<file path="config.mk">
export PLATFORM = sky130hd
export DESIGN_NAME = ocp_supervisor
export DESIGN_NICKNAME = d
export VERILOG_FILES = /design/src/rtl/ocp_pkg.sv /design/src/rtl/ocp_tick_timer.sv /design/src/rtl/ocp_blank_sel.sv /design/src/rtl/ocp_level_enc.sv /design/src/rtl/ocp_trip_latch.sv /design/src/rtl/ocp_supervisor.sv
export SDC_FILE = /design/constraint.sdc
export NUM_CORES = 1
export LEC_CHECK = 0
export BUFFER_PORTS_ARGS = -buffer_cell sky130_fd_sc_hd__buf_2
export CAP_MARGIN = 5
export CELL_PAD_IN_SITES_DETAIL_PLACEMENT = 0
export CELL_PAD_IN_SITES_GLOBAL_PLACEMENT = 1
export CORE_MARGIN = 4
export CORE_UTILIZATION = 40
export DETAILED_ROUTE_END_ITERATION = 7
export GPL_TIMING_DRIVEN = 0
export PLACE_DENSITY_LB_ADDON = 0.1
export SYNTH_ARGS = -nofsm -noshare
export SYNTH_HDL_FRONTEND = slang
export SYNTH_SLANG_ARGS = --single-unit
export TNS_END_PERCENT = 100
</file>
<file path="constraint.sdc">
create_clock -name clk_i -period 2.14 [get_ports clk_i]
set_input_delay 0.107 -clock clk_i [delete_from_list [all_inputs] [get_ports clk_i]]
set_output_delay 0.107 -clock clk_i [all_outputs]
set_load 0.005 [all_outputs]
</file>
<file path="src/rtl/ocp_pkg.sv">
package ocp_pkg;
  localparam int unsigned BLANK_SEL_W = 2;
  localparam int unsigned NUM_TIERS   = 2;
  localparam int unsigned TIER_LO     = 0;
  localparam int unsigned TIER_HI     = 1;

  function automatic int unsigned max_of(int unsigned a, int unsigned b);
    return (a > b) ? a : b;
  endfunction

  function automatic int unsigned lo_amps(int unsigned base, int unsigned step,
                                          int unsigned code);
    return base - step * code;
  endfunction
endpackage

</file>
<file path="src/rtl/ocp_tick_timer.sv">
module ocp_tick_timer #(
  parameter int unsigned CNT_W = 8
) (
  input  logic             clk_i,
  input  logic             rst_ni,
  input  logic             run_i,
  input  logic             tick_i,
  input  logic [CNT_W-1:0] limit_i,
  output logic             expire_o
);
  logic [CNT_W-1:0] cnt_q;

  // count saturates at the limit; any gap in run_i restarts it
  always_ff @(posedge clk_i or negedge rst_ni) begin
    if (!rst_ni)                       cnt_q <= '0;
    else if (!run_i)                   cnt_q <= '0;
    else if (tick_i && cnt_q < limit_i) cnt_q <= cnt_q + 1'b1;
  end

  assign expire_o = run_i && (cnt_q >= limit_i);
endmodule

</file>
<file path="src/rtl/ocp_blank_sel.sv">
module ocp_blank_sel
  import ocp_pkg::*;
#(
  parameter int unsigned CNT_W = 18,
  parameter int unsigned T0    = 155000,
  parameter int unsigned T1    = 10000,
  parameter int unsigned T2    = 1200,
  parameter int unsigned T3    = 150
) (
  input  logic [BLANK_SEL_W-1:0] sel_i,
  output logic [CNT_W-1:0]       limit_o
);
  always_comb begin
    case (sel_i)
      2'b00:   limit_o = CNT_W'(T0);
      2'b01:   limit_o = CNT_W'(T1);
      2'b10:   limit_o = CNT_W'(T2);
      default: limit_o = CNT_W'(T3);
    endcase
  end
endmodule

</file>
<file path="src/rtl/ocp_level_enc.sv">
module ocp_level_enc
  import ocp_pkg::*;
#(
  parameter int unsigned LO_SEL_W  = 3,
  parameter int unsigned LVL_W     = 8,
  parameter int unsigned LO_BASE_A = 50,
  parameter int unsigned LO_STEP_A = 5,
  parameter int unsigned HI_BASE_A = 150,
  parameter int unsigned HI_ALT_A  = 100
) (
  input  logic [LO_SEL_W-1:0] lo_sel_i,
  input  logic                hi_sel_i,
  output logic [LVL_W-1:0]    lo_level_o,
  output logic [LVL_W-1:0]    hi_level_o
);
  assign lo_level_o = LVL_W'(lo_amps(LO_BASE_A, LO_STEP_A, int'(lo_sel_i)));
  assign hi_level_o = hi_sel_i ? LVL_W'(HI_ALT_A) : LVL_W'(HI_BASE_A);
endmodule

</file>
<file path="src/rtl/ocp_trip_latch.sv">
module ocp_trip_latch (
  input  logic clk_i,
  input  logic rst_ni,
  input  logic cmd_i,
  input  logic trip_i,
  output logic latched_o
);
  logic cmd_q;
  logic rearm;

  assign rearm = cmd_i && !cmd_q;

  always_ff @(posedge clk_i or negedge rst_ni) begin
    if (!rst_ni) begin
      cmd_q     <= 1'b0;
      latched_o <= 1'b0;
    end else begin
      cmd_q <= cmd_i;
      // a new trip wins over re-arming
      if (trip_i)     latched_o <= 1'b1;
      else if (rearm) latched_o <= 1'b0;
    end
  end
endmodule

</file>
<file path="src/rtl/ocp_supervisor.sv">
module ocp_supervisor
  import ocp_pkg::*;
#(
  parameter int unsigned LO_SEL_W = 3,
  parameter int unsigned LVL_W    = 8,
  parameter int unsigned BLANK_T0 = 155000,
  parameter int unsigned BLANK_T1 = 10000,
  parameter int unsigned BLANK_T2 = 1200,
  parameter int unsigned BLANK_T3 = 150,
  parameter int unsigned HI_TICKS = 20
) (
  input  logic                   clk_i,
  input  logic                   rst_ni,
  input  logic                   tick_i,
  input  logic                   cmd_i,
  input  logic                   lo_oc_i,
  input  logic                   hi_oc_i,
  input  logic [LO_SEL_W-1:0]    lo_sel_i,
  input  logic                   hi_sel_i,
  input  logic [BLANK_SEL_W-1:0] blank_sel_i,
  input  logic                   lo_tmo_dis_i,
  output logic                   gate_en_o,
  output logic                   fault_o,
  output logic [LVL_W-1:0]       lo_level_o,
  output logic [LVL_W-1:0]       hi_level_o
);
  localparam int unsigned MAX_T = max_of(max_of(max_of(BLANK_T0, BLANK_T1),
                                                max_of(BLANK_T2, BLANK_T3)), HI_TICKS);
  localparam int unsigned CNT_W = $clog2(MAX_T + 1);

  logic                 latched;
  logic                 armed;
  logic [NUM_TIERS-1:0] run;
  logic [NUM_TIERS-1:0] expire;
  logic [CNT_W-1:0]     limit [NUM_TIERS];

  assign armed = cmd_i && !latched;
  assign run[TIER_LO] = armed && lo_oc_i && !lo_tmo_dis_i;
  assign run[TIER_HI] = armed && hi_oc_i;
  assign limit[TIER_HI] = CNT_W'(HI_TICKS);

  ocp_blank_sel #(
    .CNT_W (CNT_W),
    .T0    (BLANK_T0),
    .T1    (BLANK_T1),
    .T2    (BLANK_T2),
    .T3    (BLANK_T3)
  ) u_blank (
    .sel_i   (blank_sel_i),
    .limit_o (limit[TIER_LO])
  );

  for (genvar g = 0; g < NUM_TIERS; g++) begin : g_tier
    ocp_tick_timer #(.CNT_W(CNT_W)) u_tmr (
      .clk_i    (clk_i),
      .rst_ni   (rst_ni),
      .run_i    (run[g]),
      .tick_i   (tick_i),
      .limit_i  (limit[g]),
      .expire_o (expire[g])
    );
  end

  ocp_trip_latch u_latch (
    .clk_i     (clk_i),
    .rst_ni    (rst_ni),
    .cmd_i     (cmd_i),
    .trip_i    (|expire),
    .latched_o (latched)
  );

  ocp_level_enc #(
    .LO_SEL_W (LO_SEL_W),
    .LVL_W    (LVL_W)
  ) u_lvl (
    .lo_sel_i   (lo_sel_i),
    .hi_sel_i   (hi_sel_i),
    .lo_level_o (lo_level_o),
    .hi_level_o (hi_level_o)
  );

  assign gate_en_o = armed;
  assign fault_o   = latched;
endmodule

</file>
=== After elaboration in Yosys (flattened, before gate mapping) ===
Index checks and enable logic that the tools add are counted.

* Output and inout bits: 18
* Bits of input ports: 13
* Register bits: 38
* Word-level logic and storage cells: 39

* Equal/unequal tests: 4
* Add/subtract/negate cells: 3
* Magnitude comparators: 4
* Reductions and logical operators: 15
* Multiplexer cells: 8
* Multiply operators: 1

{| class="wikitable"
|+ Operators with widths
! cell !! count
|-
| $mux W18 || 4
|-
| $pmux W18 S3 || 1
|-
| $add A18 B1 Y18 const B || 2
|-
| $ge A18 B18 Y1 || 1
|-
| $ge A18 B5 Y1 const B || 1
|-
| $lt A18 B18 Y1 || 1
|-
| $lt A18 B5 Y1 const B || 1
|-
| $logic_and A1 B1 Y1 || 9
|-
| $mux W8 || 1
|-
| $sub A6 B6 Y7 const A || 1
|-
| $mul A3 B3 Y6 const A || 1
|-
| $ne A2 B2 Y1 const B || 2
|-
| $logic_not A1 Y1 || 3
|-
| $eq A2 B1 Y1 const B || 1
|-
| $eq A2 B2 Y1 const B || 1
|-
| $logic_not A2 Y1 || 1
|-
| $mux W1 || 2
|-
| $reduce_bool A2 Y1 || 1
|-
| $reduce_or A2 Y1 || 1
|}

=== Longest topological paths before layout ===
* Depth after elaboration: 7
* Mapped depth: 10
* Depth with buffers taken out: 8

=== Cells and area by module ===
From an unflattened synthesis, not the netlist that was laid out.

* Cells, all modules: 425
* Area, all modules: 3659.8 um2

{| class="wikitable"
|+ Modules (own cells, without submodules)
! module !! area each (um2) !! cells an instance !! sequential area each (um2) !! times used
|-
| ocp_tick_timer (g_tier[0].u_tmr) || 1725.4 || 191 || 450.4 || 1
|-
| ocp_tick_timer (g_tier[1].u_tmr) || 1477.7 || 177 || 450.4 || 1
|-
| ocp_level_enc || 226.5 || 27 || 0.0 || 1
|-
| ocp_blank_sel || 121.4 || 20 || 0.0 || 1
|-
| ocp_trip_latch || 63.8 || 4 || 50.0 || 1
|-
| ocp_supervisor || 45.0 || 6 || 0.0 || 1
|}

=== Worst setup path before layout ===
No wires, ideal clock.

* Path kind: input to register
* Start: input blank_sel_i[1]
* End: register g_tier[0].u_tmr.cnt_q[3]
* Arrival time: 2116 ps
* Path buffers: 1
* Setup slack: -56 ps
* Stages: 8
* Library setup time: 80 ps
* Data required time: 2060 ps
* Cells stage by stage: or2_2 -> ha_1 -> and3_1 -> a221oi_2 -> o221ai_2 -> buf_6 -> or4_1 -> a21oi_1

* Cells in the longest elaborated chain, start to end: 5
* Elaborated cells on any way between the ends: 7
* Classes of those cells: order compare (1); eq/ne (3); mux (1); reduce/logical (2)

{| class="wikitable"
|+ RTL lines
! what !! line !! text
|-
| from (decl) || ocp_supervisor.sv:20 || <nowiki>input logic [BLANK_SEL_W-1:0] blank_sel_i,</nowiki>
|-
| $eq A2 B2 Y1, or another cell as far along || ocp_blank_sel.sv:14 || <nowiki>case (sel_i)</nowiki>
|-
| $pmux W18 S3 (*) || ocp_blank_sel.sv:14 ||
|-
| $lt A18 B18 Y1 (*) || ocp_tick_timer.sv:17 || <nowiki>else if (tick_i && cnt_q < limit_i) cnt_q <= cnt_q + 1'b1;</nowiki>
|-
| $logic_and A1 B1 Y1 (*) || ocp_tick_timer.sv:17 ||
|-
| $ne A2 B2 Y1 (no line) (*) || n/a ||
|-
| to (signal assigned) || ocp_tick_timer.sv:17 ||
|-
| to (decl) || ocp_tick_timer.sv:11 || <nowiki>logic [CNT_W-1:0] cnt_q;</nowiki>
|}

Every way passes the cells marked *; elsewhere a longest branch is shown, timed or not.
A chain may end at the register's enable or synchronous reset.

=== Worst setup path in the final report ===
* Start: register g_tier[0].u_tmr.cnt_q[12]
* End: register g_tier[0].u_tmr.cnt_q[3]

* Cells in the longest elaborated chain, start to end: 3

{| class="wikitable"
|+ RTL lines
! what !! line
|-
| $lt A18 B18 Y1 || ocp_tick_timer.sv:17
|-
| $logic_and A1 B1 Y1 || ocp_tick_timer.sv:17
|-
| $ne A2 B2 Y1 (no line) || n/a
|}

Every way passes these cells.

==> flow_summary.json <==
{
  "diodes": 0,
  "power_density_nw_per_um2": 520,
  "busiest_layer": "met2",
  "relSlewSlack_pct": 41.5,
  "timing.hold.ws_ns": 0.104,
  "crit_buf_inv": 1,
  "ctsRootBufferMaster": "clkbuf_8",
  "grt_max_degree": 39,
  "p_leak_nw": 1.45,
  "grt_use_met3_pct": 3.60,
  "setup_viol": 13,
  "synth.area.top_cells": "dfrtp_1 38%, ha_1 11%, and3_1 4.8%",
  "gp_congestion": 0.799,
  "drive_gt1_share_pct": 30.3,
  "period_needed_ns": 2.30,
  "rows": 28,
  "cp-start-kind": "flop",
  "viasPerCell": 5.66,
  "post-route-drc-count": 0,
  "postRouteAntennaNets": 0,
  "critPathMaxStageDelay_ns": 0.51,
  "syn2layout_area_growth_pct": 27.8,
  "fin_nets": 345,
  "synth-edff-count": 0,
  "clock_latency_ns": 0.30,
  "worstSetupPathType": "reg2reg",
  "wl_um": 6190,
  "finalPower_w": 0.00165,
  "netlist_area_um2": 2490,
  "dr.pass1.iters": 4,
  "tightest_slew_ns": 0.877,
  "die-area_um2": 7540,
  "antenna_found_initial": 0,
  "worst_slack_ns": -0.157,
  "grt_pass1_vias": 2033,
  "yosysSeqAreaShare_pct": 38.2,
  "yosys.area.top_type": "dfrtp_1",
  "start_util_pct": 41.5,
  "yosysMostFrequentCell": "dfrtp_1",
  "vias": 2181,
  "max_freq_mhz": 435,
  "cts_max_level": 2,
  "synth.yosys.warnings": 0,
  "ys_top_cells_by_count": "38 x dfrtp_1, 21 x ha_1, 19 x a21oi_1, 19 x and3_1, 18 x nand2_1",
  "crit_arrival_ns": 2.52,
  "cts_sinks": 38,
  "die_width_um": 86.9,
  "critPathSlowestCell": "or4_4",
  "io_buffers": 24,
  "cts_tree": "built",
  "fin_crit_sh_pct": 107,
  "critPathMaxFanout": 5,
  "grt.total_usage_pct": 17.3,
  "grt_pass1_wl_um": 10200,
  "met2_usage_pct": 26.2,
  "clk_pin_slew_ns": 0.09,
  "synth.top_cell.area_share_pct": 38.2,
  "io_pins": 31,
  "synth_ff_type": "dfrtp_1",
  "skew_ns": 0.0122,
  "async_flop_share_pct": 100,
  "syn_inst": 262,
  "use_met1_pct": 24.7,
  "drv_slew": 0,
  "drt_iter0_markers": 88,
  "finalHoldViolCount": 0,
  "avgSynthCellArea_um2": 9.49,
  "cts_made_buffers": 5,
  "status": "complete, but fails checks",
  "rsz0062_at_grt": "true",
  "overflow": 0,
  "violations": "negative setup slack",
  "avgRoutedWirePerCell_um": 16.1,
  "ir_drop_mv": 0.324,
  "cts_buffer_depth": 2,
  "cpLargestDelayFamily": "compound AO/OA/AOI/OAI gates",
  "ys_types": 47,
  "cp_cell_sequence": "ha_4, a21o_1, a221oi_4, o221ai_4, buf_6, or4_4, a21oi_2",
  "ys_ff_latch": 38,
  "die_y_um": 86.9,
  "hpwl_um": 4080,
  "nFillCells": 567,
  "max_cap_viol_count": 0,
  "crit_required_ns": 2.36,
  "hold_class": "in2reg",
  "core_um2": 5990,
  "end_kind": "flop"
}
cells by family (layout without fill, tap and decap cells):
logic type	after synthesis	in the layout	synth area share (%)
simple gates	102	102	23.9
compound gates	56	56	15.9
flops	38	38	38.2
buf+inv	36	81	7.60
fa+ha+maj	23	23	12.2
xor+xnor	3	3	1.06
other cells	2	5	0.302
mux	2	2	0.805
flip-flops by register name, summed over array words and instances, names as in the netlist:
name                count
g_tier.u_tmr.cnt_q     36
u_latch.cmd_q           1
u_latch.latched_o       1
routing by layer:
layer	up-vias	wire, um
li1	1057	-
met1	1068	2980
met2	52	2900
met3	4	281
met4	0	36
met5	-	0
power by group:
| group | switching [W] | internal (W) | total [W] |
|---|---|---|---|
| Combinational | 0.0000951 | 0.0000713 | 0.000166 |
| Sequential | 0.00000264 | 0.000720 | 0.000723 |
| Clock | 0.000296 | 0.000468 | 0.000764 |
| Total | 0.000394 | 0.00126 | 0.00165 |
through the flow:
step	cell area [um2]	TNS [ns]	std cells	worst slack, ns	util (%)
global route	3180	-2.63	385	-0.256	53.1
CTS	3050	-0.583	384	-0.0920	50.9
detailed placement	2740	-6.79	364	-0.515	45.8
global placement	2740	-7.49	364	-0.573	45.8
finish	3180	-1.07	385	-0.157	53.1
floorplan	2530	-0.0429	265	-0.0221	-
layout by cell type (no fill, tap or decap), drive strengths merged, types with 2 or more instances in the layout:
cell	count
buf	51
dfrtp	38
ha	21
a21oi	21
and3	19
nand2	18
inv	14
or4	14
o31ai	14
nor2	11
nand4	11
clkbuf	11
nand3	9
conb	5
o21ai	5
and4	4
a31oi	3
nor2b	2
a21o	2
and3b	2
or3	2
nor4	2
nor3	2
nand2b	2
mux2i	2
xnor2	2
fa	2
bufinv	2
dlygate4sd3	2
o211ai	2
worst paths after layout:
path / endpoint / slack [ns] / cells past startpoint / start
max: g_tier[0].u_tmr.cnt_q[3] / -0.16 / 7 / g_tier[0].u_tmr.cnt_q[12]
min: g_tier[1].u_tmr.cnt_q[7] / 0.10 / 2 / hi_oc_i
max reg2reg: g_tier[0].u_tmr.cnt_q[3] / -0.16 / 7 / g_tier[0].u_tmr.cnt_q[12]
min reg2reg: g_tier[1].u_tmr.cnt_q[11] / 0.52 / 1 / g_tier[1].u_tmr.cnt_q[11]
max in group asynchronous: g_tier[0].u_tmr.cnt_q[6] / 1.08 / 2 / rst_ni
min in group asynchronous: g_tier[0].u_tmr.cnt_q[5] / 0.45 / 2 / rst_ni
worst reg2reg max path, cell delays in order (launching register included):
cell and delay (ns):
dfrtp_1 0.43, ha_4 0.24, a21o_1 0.18, a221oi_4 0.35, o221ai_4 0.20, buf_6 0.17
or4_4 0.51, a21oi_2 0.14
layout make-up:
| class | instances | area (um2) | share of cell area, % |
|---|---|---|---|
| Sequential cell | 38 | 953 | 30.0 |
| Tap cell | 75 | 93.8 | 2.95 |
| Buffer | 22 | 171 | 5.39 |
| Multi-Input combinational cell | 191 | 1540 | 48.5 |
| Timing Repair Buffer | 37 | 228 | 7.16 |
| Inverter | 14 | 52.6 | 1.65 |
| Clock buffer | 5 | 68.8 | 2.16 |
| Clock inverter | 3 | 68.8 | 2.16 |
repair_timing:
item / CTS / global route
resized for setup: 15 / 27
pin swaps: 10 / 15
setup endpoints to repair: 17 / 17
buffers inserted: 9 / 1
hold endpoints to repair: 39 / 0
gates cloned: 1 / 0
hold buffers: 2 / 0
Note: power is estimated with default switching activity, not from simulation.
